## config.mk

```make
export PLATFORM = sky130hd
export DESIGN_NAME = mag_cmp_chain
export DESIGN_NICKNAME = d
export VERILOG_FILES = /design/src/rtl/mag_cmp_pkg.sv /design/src/rtl/mag_nib_cmp.sv /design/src/rtl/mag_slice.sv /design/src/rtl/mag_cmp_chain.sv
export SDC_FILE = /design/constraint.sdc
export NUM_CORES = 1
export LEC_CHECK = 0
export BUFFER_PORTS_ARGS = -buffer_cell sky130_fd_sc_hd__buf_2
export CORE_AREA = 2 2 39 41
export DETAILED_ROUTE_END_ITERATION = 6
export DIE_AREA = 0 0 41 43
export GPL_TIMING_DRIVEN = 0
export MAX_ROUTING_LAYER = met4
export SLEW_MARGIN = 5
export SYNTH_ARGS = -nofsm -noshare
export SYNTH_HDL_FRONTEND = slang
export SYNTH_SLANG_ARGS = --single-unit
```

## constraint.sdc

```tcl
create_clock -name vclk -period 3.1
set_input_delay 0.31 -clock vclk [all_inputs]
set_output_delay 0.31 -clock vclk [all_outputs]
set_load 0.05 [all_outputs]
```

## src/rtl/mag_cmp_pkg.sv

```systemverilog
package mag_cmp_pkg;

    localparam int unsigned NIB_W = 4;

    typedef struct packed {
        logic lt;
        logic eq;
        logic gt;
    } rel_t;

    localparam rel_t REL_EQUAL = '{lt: 1'b0, eq: 1'b1, gt: 1'b0};

    // Bare relation of two nibbles, with no cascade involvement.
    function automatic rel_t nib_relation(input logic [NIB_W-1:0] x,
                                          input logic [NIB_W-1:0] y);
        rel_t r;
        r.lt = (x < y);
        r.gt = (x > y);
        r.eq = (x == y);
        return r;
    endfunction

endpackage

```

## src/rtl/mag_nib_cmp.sv

```systemverilog
module mag_nib_cmp
    import mag_cmp_pkg::*;
(
    input  logic [NIB_W-1:0] x_i,
    input  logic [NIB_W-1:0] y_i,
    output rel_t             rel_o
);
    always_comb rel_o = nib_relation(x_i, y_i);
endmodule

```

## src/rtl/mag_slice.sv

```systemverilog
module mag_slice
    import mag_cmp_pkg::*;
(
    input  logic [NIB_W-1:0] x_i,
    input  logic [NIB_W-1:0] y_i,
    input  rel_t             below_i,
    output rel_t             above_o
);
    rel_t local_rel;

    mag_nib_cmp u_nib (
        .x_i   (x_i),
        .y_i   (y_i),
        .rel_o (local_rel)
    );

    // Local difference wins; a tie defers to the less significant verdict.
    always_comb begin
        if (local_rel.eq) above_o = below_i;
        else              above_o = local_rel;
    end
endmodule

```

## src/rtl/mag_cmp_chain.sv

```systemverilog
module mag_cmp_chain
    import mag_cmp_pkg::*;
#(
    parameter int unsigned NSLICES = 2
) (
    input  logic [NIB_W*NSLICES-1:0] a_i,
    input  logic [NIB_W*NSLICES-1:0] b_i,
    input  logic                     cas_lt_i,
    input  logic                     cas_eq_i,
    input  logic                     cas_gt_i,
    output logic                     res_lt_o,
    output logic                     res_eq_o,
    output logic                     res_gt_o
);
    localparam int unsigned OP_W = NIB_W * NSLICES;

    rel_t link [0:NSLICES];

    always_comb begin
        link[0].lt = cas_lt_i;
        link[0].eq = cas_eq_i;
        link[0].gt = cas_gt_i;
    end

    for (genvar s = 0; s < NSLICES; s++) begin : g_slice
        mag_slice u_slice (
            .x_i     (a_i[s*NIB_W +: NIB_W]),
            .y_i     (b_i[s*NIB_W +: NIB_W]),
            .below_i (link[s]),
            .above_o (link[s+1])
        );
    end

    always_comb begin
        res_lt_o = link[NSLICES].lt;
        res_eq_o = link[NSLICES].eq;
        res_gt_o = link[NSLICES].gt;
    end

    if (OP_W < NIB_W) begin : g_bad_param
        initial $error("NSLICES must be at least 1");
    end
endmodule

```

# Word level (Yosys, flattened, before mapping)
# Index checks and enable logic that the tools add are counted.
# W data, S select, Z words.
# classes
eq_ne	2
magnitude_cmp	4
mux	2
# op_table
operator	n
$eq A4 B4 Y1	2
$gt A4 B4 Y1	2
$lt A4 B4 Y1	2
$mux W3	2
# totals
out_inout_bits	3
ff_bits	0
word_cells	8
inputBits	19

# Depth between registers and ports, before layout
# logic_depth
word_depth	3
mapped_depth	6
ltp_nobuf	6

# Cells and area by module
# From an unflattened synthesis, not the netlist that was laid out.
# unflattened
hier_cells	38
hier_area_um2	317.8
# by_module_without_submodules
module	n_inst	seq_area_each_um2	cells_per_inst	area_each_um2
mag_nib_cmp	2	0.0	16	128.9
mag_slice	2	0.0	3	30.0

# Worst setup path before layout
# No wires, ideal clock.
# synth_timing
path_type	input-to-output
from	input a_i[4]
to	output res_lt_o
stages	6
t_arrival_ns	1.571
t_required_ns	2.790
path_buffers	0
slack_ns	1.219
path_cell_list	inv_1 > ha_1 > nand2b_4 > a2111oi_4 > a21oi_2 > nand3_1
# synth_between
elab_chain_cells	2
elab_cells_between_ends	3
cone_classes	order compare (1); eq/ne (1); mux (1)
# synth_lines
item	line_no	rtl
start: declaration	mag_cmp_chain.sv:6	input logic [NIB_W*NSLICES-1:0] a_i,
$lt A4 B4 Y1 / $eq A4 B4 Y1 (equally long branches)	mag_cmp_pkg.sv:17, mag_cmp_pkg.sv:19	
$mux W3 *	mag_slice.sv:19	if (local_rel.eq) above_o = below_i;
end: declaration	mag_cmp_chain.sv:11	output logic res_lt_o,
# Mark *: on every way between the ends. The rest lies on a longest branch, timed or not.

# Worst setup path after layout
# Same ends and word-level chain as after synthesis.

==> metrics.md <==
| Metric | Value |
|---|---|
| Crit path launch type | input pin |
| Sequential cell area | 0 µm² |
| WL/cell | 7.32 µm |
| Die span in y | 43 µm |
| Seq Cell Count | 0 |
| Multi-input logic area | around 220 µm² |
| CTS-repair resized insts | 0 |
| Sequential-to-total area share from yosys stat | 0% |
| Total die area | 0.00176 mm² |
| Endpoint of the worst hold-timing path | res_eq_o |
| Setup Total Neg Slack | 0 ns |
| Yosys top cell by area | ha_1 |
| MaxCap Viol Count | 0 |
| Post-CTS setup buffers | 0 |
| Finished Cell Area | approximately 390 µm² |
| Detailed-route wire length | between 500 and 600 µm |
| Final estimated routing congestion in global placement | 0.664 |
| Global-route wire length before repair | between 800 and 900 µm |
| Port Buf Inserts | 22 |
| Endpoint required time on the critical path | 2.79 ns |
| Antenna-violating nets left | 0 |
| Via count of the first global-routing pass | ~230 |
| Final instance count without filler cells | 71 |
| Worst max-slew margin expressed relative to the limit | approximately 80% |
| Count of mapped cells out of synthesis | 33 |
| Most frequent cell after synthesis | inv_1 |
| Pin count of the biggest net entering global routing | 4 |
| Diodes inserted | 0 |
| Top cells by instance count after synthesis | 9 x inv_1, 8 x ha_1, 2 x nand4_1, 2 x nor2_1, 2 x o21ai_0 |
| Synthesis warning total | 0 |
| GRT Resource Usage Total | 6.45% |
| Post-route minimum period | 1.93 ns |
| I/O pins | 22 |
| Worst Slack Setup Final | approximately 1.2 ns |
| Power per cell area | 162 mW/mm² |
| Final hold slack | just over 1 ns |
| Final Setup Violations | 0 |
| Vias per Instance | just over 4 |
| Number of rows created at floorplan | 14 |
| Pre-CTS setup slack | between 1 and 1.5 ns |
| Synth-to-layout area growth | 50.5% |
| DRC violations left | 0 |
| Hold Buf Count CTS | 0 |
| Distinct cells, synth | 15 |
| Layout fillers | between 150 and 200 |
| Hold Crit Class | in2out |
| Max FO, Critical Path | 2 |
| Initial antenna violation count | 0 |
| Outcome | complete, no violations |
| Total gr overflow | 0 |
| Kind of end point of the critical path | primary output |
| Unrepaired setup endpoints after global routing | no |
| Cell types with the largest area share after synthesis | ha_1 39%, inv_1 13%, a2111oi_4 11%, nand2b_4 5.3%, nand4_1 4.9% |
| Worst Max-Slew Pin Slew | 0.263 ns |
| Core area | approximately 0.0014 mm² |
| Clock tree buffer count of the final layout | 0 |
| Number of iterations in the first detailed-routing pass | 4 |
| X dimension of the die | 41 µm |
| Critical Setup Path Class | in2out |
| WP data arrival | about 1.6 ns |
| Number of pins exceeding their max-slew limit in the final report | 0 |
| Cell area after synthesis | approximately 260 µm² |
| Post-synth top area share | between 30 and 40% |
| Placed Instance Area | 388 µm² |
| Net total in the final layout | between 80 and 90 |
| Peak ir drop on the vdd network | approximately 37 µV |
| Instance count after placement with tap cells included | roughly 70 |
| Hold Vio Cnt, Final | 0 |
| Layout cells sized above 1 | between 40% and 50% |
| Maximum operating frequency | 517 MHz |
| Fin crit share | 62.4% |
| Leakage power of the design | roughly 0.00023 µW |
| Total nets after synthesis | 60 |
| Number of vias after detailed routing | ~300 |
| Mean Syn Cell Area | 7.81 µm² |
| Count of routing violations after the opening detailed-route iteration | 1 |
| Hold Path Depth | 3 |
| Final HPWL DP | approximately 520 µm |
| Initial standard-cell utilization of the core | a little under a fifth |
| Hold Startpoint | cas_eq_i |
how the worst max path moves through the flow:
stage | start | endpoint | slack (ns) | cells after the start
6_report | a_i[4] | res_lt_o | 1.17 | 8
3_5_place_dp | a_i[4] | res_lt_o | 1.16 | 8
5_1_grt | a_i[4] | res_lt_o | 1.06 | 8
4_1_cts | a_i[4] | res_lt_o | 1.16 | 8
2_1_floorplan | a_i[4] | res_lt_o | 1.22 | 6
3_3_place_gp | a_i[4] | res_lt_o | 1.16 | 8
cell usage in the layout, fill, tap and decap left out:
cell / n
nand2b_1: 1
nand2b_4: 1
nand4_1: 2
o311a_1: 1
nand3_1: 1
a211oi_1: 1
buf_2: 22
nor2_1: 2
a21oi_2: 1
o21ai_0: 2
o21ai_1: 1
ha_1: 8
a2111oi_4: 1
nand2_1: 1
and2_1: 1
inv_1: 9
final cells by class:
class,count,share of cell area (%)
inverters,9,8.71
multi-input cells,24,57.7
well taps,16,5.16
repair buffers,22,28.4
stage by stage:
step / total power (µW) / utilization (%)
6_report: 62.8 / 28.0
3_5_place_dp: 64.0 / 28.0
2_1_floorplan: 44.5 / -
3_3_place_gp: 63.5 / 28.0
4_1_cts: 64.1 / 28.0
5_1_grt: 70.6 / 28.0
layer usage:
| metal | track usage (%) | vias up | part of all wire, % |
|---|---|---|---|
| met3 | 0.524 | 0 | 11 |
| met2 | 10.9 | 11 | 49 |
| met5 | - | - | 0 |
| li1 | - | 160 | - |
| met1 | 8.54 | 123 | 39 |
| met4 | 0 | 0 | 0 |
power breakdown:
part	total (µW)	internal, µW	leakage (µW)	switching (µW)
clock	0	0	0	0
combinational	62.8	27.8	0.000227	34.9
sequential	0	0	0	0
total	62.8	27.8	0.000227	34.9
cells by family after synthesis:
group | count (synthesis) | synth area share [%]
compound gates | 7 | 26.7
simple gates | 9 | 21.4
buf+inv | 9 | 13.1
fa+ha+maj | 8 | 38.8
worst max-delay path: stages:
cell,delay (ns)
buf_2,0.07
inv_1,0.03
ha_1,0.30
nand2b_4,0.15
a2111oi_4,0.35
a21oi_2,0.06
nand3_1,0.09
buf_2,0.26
No activity file was read; power rests on OpenSTA's default activity.
